[src/rtl/gpio_mf_pkg.sv]
package gpio_mf_pkg;
    typedef enum logic [1:0] {
        SEL_VALUE = 2'd0,
        SEL_DIR   = 2'd1,
        SEL_PULL  = 2'd2,
        SEL_ODRN  = 2'd3
    } reg_sel_e;

    typedef enum logic [1:0] {
        PM_ANALOG,
        PM_SECIN,
        PM_DRIVE,
        PM_LISTEN
    } pin_mode_e;
endpackage

[src/rtl/gpio_mf_regs.sv]
module gpio_mf_regs
    import gpio_mf_pkg::*;
#(
    parameter int W = 8
) (
    input  logic         clk,
    input  logic         rst_n,
    input  logic         wr_en,
    input  logic [1:0]   wr_sel,
    input  logic [W-1:0] wr_data,
    output logic [W-1:0] value_q,
    output logic [W-1:0] dir_q,
    output logic [W-1:0] pull_q,
    output logic [W-1:0] odrn_q
);
    always_ff @(posedge clk or negedge rst_n) begin
        if (!rst_n) begin
            value_q <= '0;
            dir_q   <= '0;
            pull_q  <= '0;
            odrn_q  <= '0;
        end else if (wr_en) begin
            unique case (reg_sel_e'(wr_sel))
                SEL_VALUE: value_q <= wr_data;
                SEL_DIR:   dir_q   <= wr_data;
                SEL_PULL:  pull_q  <= wr_data;
                SEL_ODRN:  odrn_q  <= wr_data;
            endcase
        end
    end

    a_r2_dir_write: assert property (@(posedge clk) disable iff (!rst_n)
        (wr_en && wr_sel == 2'd1) |=> dir_q == $past(wr_data));
    a_r2_value_hold: assert property (@(posedge clk) disable iff (!rst_n)
        (!wr_en) |=> $stable(value_q));
endmodule

[src/rtl/gpio_mf_pin.sv]
module gpio_mf_pin
    import gpio_mf_pkg::*;
(
    input  logic clk,
    input  logic rst_n,
    input  logic value_bit,
    input  logic dir_bit,
    input  logic pull_bit,
    input  logic odrn_bit,
    input  logic dbg_en,
    input  logic ss_out,
    input  logic ss_out_en,
    input  logic cmp_out,
    input  logic cmp_out_en,
    input  logic ss_in_en,
    input  logic int_en,
    input  logic cnt_en,
    input  logic pchg_en,
    input  logic ana_en,
    input  logic rd_n,
    input  logic pad_in,
    output logic drv_hi_en,
    output logic drv_lo_en,
    output logic pull_en,
    output logic ibuf_en,
    output logic rd_bit,
    output logic ss_in,
    output logic int_in,
    output logic cnt_in,
    output logic pchg_in
);
    pin_mode_e mode;
    logic      sec_any;
    logic      per_out;
    logic      out_val;
    logic      od_eff;
    logic      pad_seen;

    assign sec_any = ss_in_en | int_en | cnt_en | pchg_en;
    assign per_out = ss_out_en | cmp_out_en;
    assign od_eff  = odrn_bit | dbg_en;
    assign pull_en = pull_bit;

    always_comb begin
        if (ss_out_en)       out_val = ss_out;
        else if (cmp_out_en) out_val = cmp_out;
        else                 out_val = value_bit;
    end

    always_comb begin
        if (ana_en)                 mode = PM_ANALOG;
        else if (sec_any)           mode = PM_SECIN;
        else if (dir_bit | per_out) mode = PM_DRIVE;
        else                        mode = PM_LISTEN;
    end

    always_comb begin
        drv_hi_en = 1'b0;
        drv_lo_en = 1'b0;
        ibuf_en   = 1'b0;
        unique case (mode)
            PM_ANALOG: ibuf_en = 1'b0;
            PM_SECIN:  ibuf_en = 1'b1;
            PM_DRIVE: begin
                ibuf_en   = ~rd_n;
                drv_hi_en = out_val & ~od_eff;
                drv_lo_en = ~out_val;
            end
            PM_LISTEN: ibuf_en = ~rd_n;
        endcase
    end

    assign pad_seen = ibuf_en & pad_in;
    assign rd_bit   = dir_bit ? value_bit : pad_seen;
    assign ss_in    = (ibuf_en & ss_in_en) ? pad_in : 1'b1;
    assign int_in   = (ibuf_en & int_en)   ? pad_in : 1'b1;
    assign cnt_in   = (ibuf_en & cnt_en)   ? pad_in : 1'b1;
    assign pchg_in  = (ibuf_en & pchg_en)  ? pad_in : 1'b1;

    a_r5_no_pmos_in_od: assert property (@(posedge clk) disable iff (!rst_n)
        (odrn_bit || dbg_en) |-> !drv_hi_en);
    a_r8_override_drive: assert property (@(posedge clk) disable iff (!rst_n)
        (ana_en || ss_in_en || int_en || cnt_en || pchg_en) |-> (!drv_hi_en && !drv_lo_en));
    a_r10_analog_ibuf_off: assert property (@(posedge clk) disable iff (!rst_n)
        ana_en |-> !ibuf_en);
    a_r12_sec_idle_high: assert property (@(posedge clk) disable iff (!rst_n)
        !ibuf_en |-> (ss_in && int_in && cnt_in && pchg_in));
    a_r4_single_driver: assert property (@(posedge clk) disable iff (!rst_n)
        !(drv_hi_en && drv_lo_en));
endmodule

[src/rtl/gpio_mf_port.sv]
module gpio_mf_port
    import gpio_mf_pkg::*;
#(
    parameter int W = 8
) (
    input  logic         clk,
    input  logic         rst_n,
    input  logic         wr_en,
    input  logic [1:0]   wr_sel,
    input  logic [W-1:0] wr_data,
    input  logic         rd_n,
    input  logic         dbg_en,
    input  logic         ss_out,
    input  logic [W-1:0] ss_out_en,
    input  logic         cmp_out,
    input  logic [W-1:0] cmp_out_en,
    input  logic [W-1:0] ss_in_en,
    input  logic [W-1:0] int_en,
    input  logic [W-1:0] cnt_en,
    input  logic [W-1:0] pchg_en,
    input  logic [W-1:0] ana_en,
    input  logic [W-1:0] pad_in,
    output logic [W-1:0] drv_hi_en,
    output logic [W-1:0] drv_lo_en,
    output logic [W-1:0] pull_en,
    output logic [W-1:0] ibuf_en,
    output logic [W-1:0] rd_data,
    output logic [W-1:0] ss_in,
    output logic [W-1:0] int_in,
    output logic [W-1:0] cnt_in,
    output logic [W-1:0] pchg_in
);
    logic [W-1:0] value_q, dir_q, pull_q, odrn_q;

    gpio_mf_regs #(.W(W)) u_regs (
        .clk     (clk),
        .rst_n   (rst_n),
        .wr_en   (wr_en),
        .wr_sel  (wr_sel),
        .wr_data (wr_data),
        .value_q (value_q),
        .dir_q   (dir_q),
        .pull_q  (pull_q),
        .odrn_q  (odrn_q)
    );

    for (genvar i = 0; i < W; i++) begin : g_pin
        gpio_mf_pin u_pin (
            .clk        (clk),
            .rst_n      (rst_n),
            .value_bit  (value_q[i]),
            .dir_bit    (dir_q[i]),
            .pull_bit   (pull_q[i]),
            .odrn_bit   (odrn_q[i]),
            .dbg_en     (dbg_en),
            .ss_out     (ss_out),
            .ss_out_en  (ss_out_en[i]),
            .cmp_out    (cmp_out),
            .cmp_out_en (cmp_out_en[i]),
            .ss_in_en   (ss_in_en[i]),
            .int_en     (int_en[i]),
            .cnt_en     (cnt_en[i]),
            .pchg_en    (pchg_en[i]),
            .ana_en     (ana_en[i]),
            .rd_n       (rd_n),
            .pad_in     (pad_in[i]),
            .drv_hi_en  (drv_hi_en[i]),
            .drv_lo_en  (drv_lo_en[i]),
            .pull_en    (pull_en[i]),
            .ibuf_en    (ibuf_en[i]),
            .rd_bit     (rd_data[i]),
            .ss_in      (ss_in[i]),
            .int_in     (int_in[i]),
            .cnt_in     (cnt_in[i]),
            .pchg_in    (pchg_in[i])
        );
    end

    a_r3_pull_tracks_reg: assert property (@(posedge clk) disable iff (!rst_n)
        (wr_en && wr_sel == 2'd2) |=> pull_en == $past(wr_data));
endmodule

[config.mk]
export PLATFORM = sky130hd
export DESIGN_NAME = gpio_mf_port
export DESIGN_NICKNAME = d
export VERILOG_FILES = /design/src/rtl/gpio_mf_pkg.sv /design/src/rtl/gpio_mf_regs.sv /design/src/rtl/gpio_mf_pin.sv /design/src/rtl/gpio_mf_port.sv
export SDC_FILE = /design/constraint.sdc
export NUM_CORES = 1
export LEC_CHECK = 0
export CAP_MARGIN = 15
export CORE_MARGIN = 2
export CORE_UTILIZATION = 38
export CTS_CLUSTER_SIZE = 25
export DETAILED_ROUTE_END_ITERATION = 16
export PLACE_DENSITY = 0.88
export SETUP_SLACK_MARGIN = 0.15
export SYNTH_ARGS = -nofsm -noshare
export SYNTH_HDL_FRONTEND = slang
export SYNTH_SLANG_ARGS = --single-unit
[constraint.sdc]
create_clock -name clk -period 2.1 [get_ports clk]
set_clock_uncertainty 0.1 [all_clocks]
set_input_delay 0.42 -clock clk [delete_from_list [all_inputs] [get_ports clk]]
set_output_delay 0.42 -clock clk [all_outputs]
set_load 0.02 [all_outputs]
==> results of run 1 <==
## flip-flops by register name, summed over array words and instances, names as in the netlist
register	cells
u_regs.value_q	8
u_regs.odrn_q	8
u_regs.dir_q	8
u_regs.pull_q	8
## layout make-up
type / count / area share, %
timing repair buffer: 187 / 41.5
multi-input combinational: 172 / 34.2
sequential: 32 / 19.7
tap: 77 / 2.37
clock buffer: 8 / 2.22
## metal layers
| layer | vias to the layer above | global-route usage (%) |
|---|---|---|
| li1 | 1147 | - |
| met1 | 1158 | 23.9 |
| met2 | 97 | 36.7 |
| met3 | 6 | 4.14 |
| met4 | 0 | 4.76 |
| met5 | - | 0 |
## power breakdown
part           switching [uW]  internal, uW  total [uW]
sequential               74.8           734         809
combinational             409           529         938
clock                     209           267         477
total                     693          1530        2220
## worst max-delay path by stage
stage                         to  cells after the start  slack (ns)         startpoint
CTS                 drv_hi_en[3]                      4        0.13  u_regs.value_q[3]
detailed placement  drv_lo_en[7]                      6       -0.64            cmp_out
global route        drv_hi_en[2]                      4        0.08  u_regs.value_q[2]
floorplan             rd_data[0]                      4        0.28          int_en[0]
global placement    drv_lo_en[4]                      6       -0.59            cmp_out
finish              drv_hi_en[3]                      4        0.14  u_regs.value_q[3]
## timing repair
item                       CTS  global route
setup buffers                9             3
resized for setup          381            90
pin swaps                   27            20
cloned                       1             0
setup endpoints to repair   64            59
## layout by cell type (no fill, tap or decap), types with 7 or more instances in the layout
| master | count |
|---|---|
| clkbuf_2 | 27 |
| nor3_1 | 8 |
| dfrtp_1 | 32 |
| buf_2 | 19 |
| and3_1 | 7 |
| buf_6 | 34 |
| clkdlybuf4s15_2 | 16 |
| mux2_4 | 7 |
| a21oi_1 | 8 |
| nand2_1 | 39 |
| buf_4 | 26 |
| clkdlybuf4s50_1 | 27 |
| mux2_2 | 33 |
| a32o_2 | 8 |
| clkdlybuf4s15_1 | 12 |
| and4b_1 | 8 |
| nor2_1 | 22 |
| dlygate4sd2_1 | 16 |
## kinds of logic (layout without fill, tap and decap cells)
logic type,after synthesis,in the layout
AOI/OAI and AO/OA,16,16
muxes,48,48
and+or+nand+nor,108,108
DFF,32,32
buffers and inverters,76,195
## stage by stage
| stage | TNS, ns | util [%] | area [um^2] | power, uW |
|---|---|---|---|---|
| 6_report | 0 | 63.2 | 4060 | 2220 |
| 4_1_cts | 0 | 62.8 | 4030 | 2200 |
| 3_5_place_dp | -22.03 | 59.3 | 3810 | 1710 |
| 5_1_grt | 0 | 63.2 | 4060 | 2350 |
| 3_3_place_gp | -20.35 | 59.3 | 3810 | 1680 |
| 2_1_floorplan | 0 | - | 2550 | 1320 |
## critical path, stage by stage, from the launching register on
cell and delay (ns):
dfrtp_1 0.38, mux2_4 0.27, mux2i_2 0.16, and4b_1 0.23, buf_6 0.13
==> results.md, run 1 <==
- Post-Synth Simple-Gate Area: 21.2%
- R2r worst-path depth: 3
- Crit Path Category: reg2out
- Placed insts: 455
- WL met3: 504 um
- Top layer in use: met4
- Vias in the first global route: 2,495
- Slew at the pin with the worst max-slew slack: 0.728 ns
- Post-synth cell types: 18
- Fraction of synthesized cell area in xor and xnor cells: 0%
- Worst EP required: 1.58 ns
- Place WS: -0.643 ns
- Synth top cells by count: 72 x buf_4, 40 x mux2_2, 40 x nand2_1
- Core area: 0.00642 mm^2
- Area delta synth->final: 59.3%
- CTS Hold Buffers Added: 0
- Clk buf depth: 2
- Post-Syn Area: 0.00255 mm^2
- Most frequent cell after synthesis: buf_4
- Pleak: 0.00194 uW
- HPWL Detailed: 5400 um
- Largest net degree at the start of global routing: 33
- Reg-to-reg setup timing slack: 1.00 ns
- H-tree depth: 2
- # IOs: 153
- GRT Util Overall: 20.0%
- Filler cells: 546
- Final WS setup: 0.135 ns
- Main combinational cell family by area after synthesis: buffers and inverters
- Startpoint type of the worst setup path: register
- Total number of vias: 2,408
- Compound-gate portion of the synthesized area: 4.71%
- RePlAce Congestion: 0.741
- Clock sinks: 32
- Starting Density: 39.7%
- R2r endpoint: u_regs.value_q[6]
- Number of synthesized register bits: 32
- Max cap viols: 0
- TritonRoute pass-1 iters: 6
- 1st-iter DRT viols: 50
- Final ANT Viol Nets: 0
- Register Area: 801 um^2
- Reg2reg start: u_regs.value_q[6]
- Num CTS Buffers: 5
- Hold slack: 0.101 ns
- Top FF cell, synth: dfrtp_1
- Ys Warns: 0
- Mux cell area share after synthesis: 20.8%
- Clk_lat worst skew: 0.27 ns
- WL per Instance: 16.1 um
- Synth Instances: 280
- Status: finished clean
- Syn Nets: 361
- Die width: 85.9 um
- Drt drc: 0
- Synthesized area per cell: 9.11 um^2
- RSZ-0062 raised after global routing: yes
- Peak supply drop: 0.000519 V
- PwrDens: 547 mW/mm^2
- Total Wirelength: 7640 um
- Total global routing overflow: 0
- Critical Path Fanout Max: 2
- Die Footprint: 0.00738 mm^2
- Worst hold path type: in2async
- Antenna diodes: 0
- Via/cell ratio: 5.06
- Top cell type's share of synthesized area: 31.4%
- Clk slew on worst S/H paths: 0.06 ns
- Initial antenna violation count: 0
- Setup violators final: 0
- Adder-cell share of the synthesized area: 0%
- Non-filler instance count after layout: 476
- WL met1: 2980 um
- Tmin final: 1.96 ns
- Synth area leader: dfrtp_1
- FFs w/ async S/R, synth: 100%
- Final Slew Violations: 0
- Met2 wire len: 4090 um
- Worst EP arrival: 1.44 ns
- Final Hold Vio Count: 0
- First-pass GRT wire length: 11,600 um
- Multi-input logic area: 0.00139 mm^2
- Sequential area share after synthesis: 31.4%
- Root Driver: clkbuf_8
- Fin nets: 479
- Crit. End Element: output port
- Area contributors post-synth: dfrtp_1 31%, buf_4 21%, mux2_2 18%, nand2_1 5.9%, nor2_1 4.7%
- Relative slew slack: 51.5%
- Post-synth EDFFs: 0
- Layout cell share with drive strength beyond 1: 51.9%
- Row cnt: 29
- I/O Buffers: 152
- CTS tree: yes
- Die Y: 85.9 um
- Final worst path period share: 93.6%
- Peak Freq: 509 MHz
Note: power is estimated with default switching activity, not from simulation.
==> run 2: changes to the inputs <==
CAP_MARGIN = 20   (was 15)
REMOVE_ABC_BUFFERS = 1   (was not set)
==> results.md, run 2 (synthesis results as in run 1) <==
- Status: finished clean
- Vias in the first global route: 2,539 (+1.8%)
- First-pass GRT wire length: 12,000 um (+3.1%)
- Final worst path period share: 95.3% (+1.7 points)
- Total number of vias: 2,434 (+1.1%)
- Combinational share of power: 42.3% (about the same)
- WL per Instance: 16.3 um (+1.8%)
- HPWL Detailed: 5690 um (+5.3%)
- Initial antenna violation count: 0 (unchanged)
- Crit Path Category: reg2out
- Row cnt: 29 (unchanged)
- CTS tree: yes
- Peak supply drop: 0.000368 V (-29%)
- 1st-iter DRT viols: 53 (+6.0%)
- GRT Util Overall: 20.7% (+0.61 points)
- Filler cells: 528 (-3.3%)
- Startpoint type of the worst setup path: register
- RSZ-0062 raised after global routing: yes
- Share of power burned in registers: 36.0% (-0.4 points)
- Final ANT Viol Nets: 0 (unchanged)
- Pleak: 0.00193 uW (-0.47%)
- Largest net degree at the start of global routing: 33 (unchanged)
- Critical Path Fanout Max: 2 (unchanged)
- Worst EP required: 1.58 ns (about the same)
- Tmin final: 2.00 ns (+0.0362 ns)
- Slowest-stage cell, CP: dfrtp_1
- Die Footprint: 0.00738 mm^2 (unchanged)
- Die width: 85.9 um (unchanged)
- Final Total Pwr: 2260 uW (+1.7%)
- Commonest non-fill, non-tap cell in the layout: buf_6
- Peak Freq: 500 MHz (-1.8%)
- Antenna diodes: 0 (unchanged)
- RePlAce Congestion: 0.778 (+4.9%)
- Layout cell share with drive strength beyond 1: 54.5% (+2.6 points)
- Final Hold Vio Count: 0 (unchanged)
- Crit. End Element: output port
- TritonRoute pass-1 iters: 4 (-2)
- Via/cell ratio: 5.08 (+0.45%)
- Die Y: 85.9 um (unchanged)
- Worst EP arrival: 1.48 ns (+0.04 ns)
- Root Driver: clkbuf_8
- Placed insts: 458 (+0.66%)
- H-tree depth: 2 (unchanged)
- I/O Buffers: 152 (unchanged)
- Fin nets: 482 (+0.63%)
- CP Cell Sequence: mux2_4 -> mux2i_2 -> and4b_1 -> buf_6
- # IOs: 153 (unchanged)
- Worst hold path type: reg2reg
- Clock share of power: 21.7% (+0.3 points)
- Leading cell types in the layout, fill and taps excluded: 39 x buf_6, 35 x nand2_1, 33 x mux2_2
- Setup violators final: 0 (unchanged)
- Clock sinks: 32 (unchanged)
- CTS Hold Buffers Added: 0 (unchanged)
- PwrDens: 545 mW/mm^2 (-0.49%)
- Area delta synth->final: 62.8%
- Total Wirelength: 7830 um (+2.5%)
- Starting Density: 39.7% (unchanged)
- Core area: 0.00642 mm^2 (unchanged)
- Clk slew on worst S/H paths: 0.07 ns (about the same)
- Num CTS Buffers: 5 (unchanged)
- Max cap viols: 0 (unchanged)
- Sw frac: 32.3% (+1.1 points)
- Final Slew Violations: 0 (unchanged)
- Clk buf depth: 2 (unchanged)
- Area after DPL: 0.00380 mm^2 (-0.26%)
- Drt drc: 0 (unchanged)
- Delay-heaviest family, CP: multiplexers
- Clk_lat worst skew: 0.28 ns (about the same)
- Int Power: 1530 uW (about the same)
- Non-filler instance count after layout: 479 (+0.63%)
- Slew at the pin with the worst max-slew slack: 0.419 ns (-0.308 ns)
- Worst path bufs/invs: 1 (unchanged)
- Final instance area: 0.00415 mm^2 (+2.2%)
- Net Sw Power: 730 uW (+5.3%)
- Relative slew slack: 72.0% (+21 points)
- Crit path largest cell delay: 0.39 ns (about the same)
- Finished Core Util: 64.6% (+1.4 points)
- Total global routing overflow: 0 (unchanged)
[run 2: cell count changes in the layout (fill, tap and decap cells not counted), sizes merged]
cell           previous run  this run
dlygate4sd2              16        13
clkinvlp                  0         2
clkbuf                   35        26
clkdlybuf4s15            28        33
bufbuf                    1         0
buf                      82        90
dlymetal6s2s              6         7
[run 2: routing by layer]
layer	vias to the layer above	global-route usage (%)	routed length, um
met4	0	5.34	134
met2	111	37.7	4040
met5	-	0	0
met1	1155	23.4	3080
met3	15	6.06	577
li1	1153	-	-
[run 2: timing repair]
item	CTS	global route
resized for setup	411	91
endpoints found under the setup margin	64	58
pin swaps	29	27
buffers inserted	11	2
[run 2: through the flow]
stage	hold slack [ns]	setup TNS, ns	worst slack [ns]
after floorplan	0.0244	0	0.351
after global placement	0.388	-20.66	-0.599
after detailed placement	0.394	-22.65	-0.735
after CTS	0.409	0	0.0693
after global routing	0.424	0	0.0447
final	0.405	0	0.0992
[run 2: final timing paths]
kind / slack, ns / to / cells after the start / from
setup / recovery: 0.1 / drv_hi_en[0] / 4 / u_regs.value_q[0]
hold / removal: 0.41 / u_regs.odrn_q[1] / 1 / u_regs.odrn_q[1]
setup reg to reg: 0.89 / u_regs.value_q[5] / 4 / u_regs.value_q[5]
hold reg to reg: 0.41 / u_regs.odrn_q[1] / 1 / u_regs.odrn_q[1]
max in group asynchronous: 1.15 / u_regs.value_q[2] / 2 / rst_n
min in group asynchronous: 0.43 / u_regs.odrn_q[3] / 2 / rst_n
[run 2: layout make-up]
cell class                      instances  area (um^2)  share of cell area (%)
Sequential cell                        32          801                    19.3
Clock buffer                            6         82.6                    1.99
Clock inverter                          2         15.0                   0.362
Tap cell                               77         96.3                    2.32
Timing Repair Buffer                  190         1700                    40.9
Multi-Input combinational cell        172         1460                    35.1
[run 2: power by group through the flow]
stage	clock (uW)	sequential [uW]	combinational, uW
floorplan	0	842	339
finish	491	813	956
global route	541	829	1020
global placement	0	814	864
detailed placement	0	819	885
CTS	512	811	910
==> run 3: changes to the inputs <==
CORE_UTILIZATION = 39   (was 38)
CTS_BUF_LIST = sky130_fd_sc_hd__clkbuf_2 sky130_fd_sc_hd__clkbuf_4 sky130_fd_sc_hd__clkbuf_8   (was not set)
PLACE_DENSITY = 0.83   (was 0.88)
==> results.md, run 3 (synthesis results as in run 1) <==
- Status: finished clean
- 1st-iter DRT viols: 53 (unchanged)
- Drt drc: 0 (unchanged)
- Final Slew Violations: 0 (unchanged)
- Pleak: 0.00194 uW (+0.27%)
- Multi-input logic area: 0.00138 mm^2 (-5.4%)
- HPWL Detailed: 5410 um (-4.8%)
- Combinational share of power: 41.6% (-0.7 points)
- Final WS setup: 0.120 ns (+0.0206 ns)
- Hold Path Origin: u_regs.odrn_q[6]
- Area after DPL: 0.00382 mm^2 (+0.59%)
- Peak Freq: 505 MHz (+1.0%)
- Clk buf depth: 2 (unchanged)
- Critical Path Fanout Max: 3 (+1)
- WL met3: 493 um (-15%)
- RePlAce Congestion: 0.779 (+0.21%)
- Area delta synth->final: 60.5%
- Die Footprint: 0.00720 mm^2 (-2.4%)
- CTS tree: yes
- Tmin final: 1.98 ns (-0.0206 ns)
- Layout cell share with drive strength beyond 1: 50.1% (-4.4 points)
- CP Cell Sequence: buf_2 -> nor4_2 -> buf_4 -> buf_6 -> and4b_1 -> buf_6
- Final instance area: 0.00409 mm^2 (-1.4%)
- Starting Density: 40.2% (+0.45 points)
- Final worst path period share: 94.3% (-0.98 points)
- Filler cells: 528 (unchanged)
- Vias in the first global route: 2,550 (+0.43%)
- GRT Util Overall: 20.9% (+0.23 points)
- First-pass GRT wire length: 12,000 um (-0.29%)
- Clk_lat worst skew: 0.27 ns (about the same)
- Delay-heaviest family, CP: buffers and inverters
- Fin nets: 481 (-0.21%)
- Clock sinks: 32 (unchanged)
- # IOs: 153 (unchanged)
- Total Wirelength: 7930 um (+1.2%)
- Antenna diodes: 0 (unchanged)
- Place WS: -0.645 ns (+0.0900 ns)
- Total number of vias: 2,434 (unchanged)
- Reg2reg start: u_regs.value_q[0]
- Worst hold path type: reg2reg
- Total global routing overflow: 0 (unchanged)
- Share of power burned in registers: 36.3% (+0.3 points)
- PwrDens: 548 mW/mm^2 (+0.62%)
- Via/cell ratio: 5.09 (+0.21%)
- Initial antenna violation count: 0 (unchanged)
- Worst path bufs/invs: 4 (+3)
- Cell mode on critical path: buf_6
- Top layer in use: met4
- Num CTS Buffers: 5 (unchanged)
- Commonest non-fill, non-tap cell in the layout: nand2_1
- Leading cell types in the layout, fill and taps excluded: 36 x nand2_1, 35 x mux2_2, 33 x buf_6
- Largest net degree at the start of global routing: 33 (unchanged)
- Register Area: 801 um^2 (unchanged)
- Hold slack: 0.409 ns (+0.00422 ns)
- Final Total Pwr: 2240 uW (-0.80%)
- Crit path from: ss_in_en[0]
- Net Sw Power: 694 uW (-4.9%)
- Crit Path Category: in2out
- Final Hold Vio Count: 0 (unchanged)
- Sw frac: 31.0% (-1.3 points)
- Relative slew slack: 72.9% (+0.81 points)
- Die Y: 84.9 um (-1.2%)
- Clock share of power: 22.1% (+0.4 points)
- Int Power: 1550 uW (+1.1%)
- Max cap viols: 0 (unchanged)
- Crit path largest cell delay: 0.30 ns (-0.09 ns)
- Core area: 0.00635 mm^2 (-1.1%)
- WL per Instance: 16.6 um (+1.5%)
- Slew at the pin with the worst max-slew slack: 0.407 ns (-0.0121 ns)
- H-tree depth: 2 (unchanged)
- Crit. End Element: output port
- Final ANT Viol Nets: 0 (unchanged)
- TritonRoute pass-1 iters: 5 (+1)
- Die width: 84.9 um (-1.2%)
- Worst EP required: 1.58 ns (about the same)
- I/O Buffers: 152 (unchanged)
- Peak supply drop: 0.000358 V (-2.7%)
- Setup violators final: 0 (unchanged)
- RSZ-0062 raised after global routing: yes
- Startpoint type of the worst setup path: primary input
- WL met1: 3090 um (+0.36%)
- Clk slew on worst S/H paths: 0.06 ns (about the same)
- Met2 wire len: 4290 um (+6.2%)
- Row cnt: 29 (unchanged)
- Worst EP arrival: 1.46 ns (-0.02 ns)
- Slowest-stage cell, CP: nor4_2
- Root Driver: clkbuf_8
-- run 3: path summary, 6_finish.rpt --
path / end / slack (ns) / cells past startpoint
worst max-delay path: drv_hi_en[0] / 0.12 / 6
worst min-delay path: u_regs.odrn_q[6] / 0.41 / 1
worst max register to register: u_regs.value_q[0] / 1.00 / 3
worst min register to register: u_regs.odrn_q[6] / 0.41 / 1
max in group asynchronous: u_regs.dir_q[6] / 1.17 / 2
min in group asynchronous: u_regs.pull_q[0] / 0.43 / 2
-- run 3: layer usage --
metal  track usage, %  vias up
met5                0        -
met4             2.89        0
met3             4.86        7
met2             39.4       98
met1             24.6     1178
li1                 -     1151
-- run 3: power by group through the flow --
stage,registers [uW],logic [uW],clock network [uW]
floorplan,842,339,0
global placement,813,868,0
detailed placement,819,886,0
CTS,810,886,511
global route,830,995,541
finish,813,934,496
-- run 3: layout make-up --
cell class | count | share of cell area (%)
Timing Repair Buffer | 189 | 42.0
Multi-Input combinational cell | 172 | 33.7
Sequential cell | 32 | 19.6
Clock buffer | 8 | 2.39
Tap cell | 77 | 2.35
-- run 3: timing repair --
action,CTS,global route
hold buffers,0,0
resized for setup,367,86
pin swaps,27,20
cloned,1,0
buffers inserted,10,3
endpoints found under the setup margin,64,62
-- run 3: worst reg2reg max path, stage by stage, from the launching register on --
cell and delay (ns):
dfrtp_1 0.38, buf_4 0.13, buf_4 0.12, mux2_2 0.26
-- run 3: through the flow --
stage / utilization [%] / cells / TNS [ns]
2_1_floorplan: - / 204 / 0
3_3_place_gp: 60.2 / 456 / -20.68
3_5_place_dp: 60.2 / 456 / -21.44
4_1_cts: 63.4 / 475 / 0
5_1_grt: 64.4 / 478 / 0
6_report: 64.4 / 478 / 0
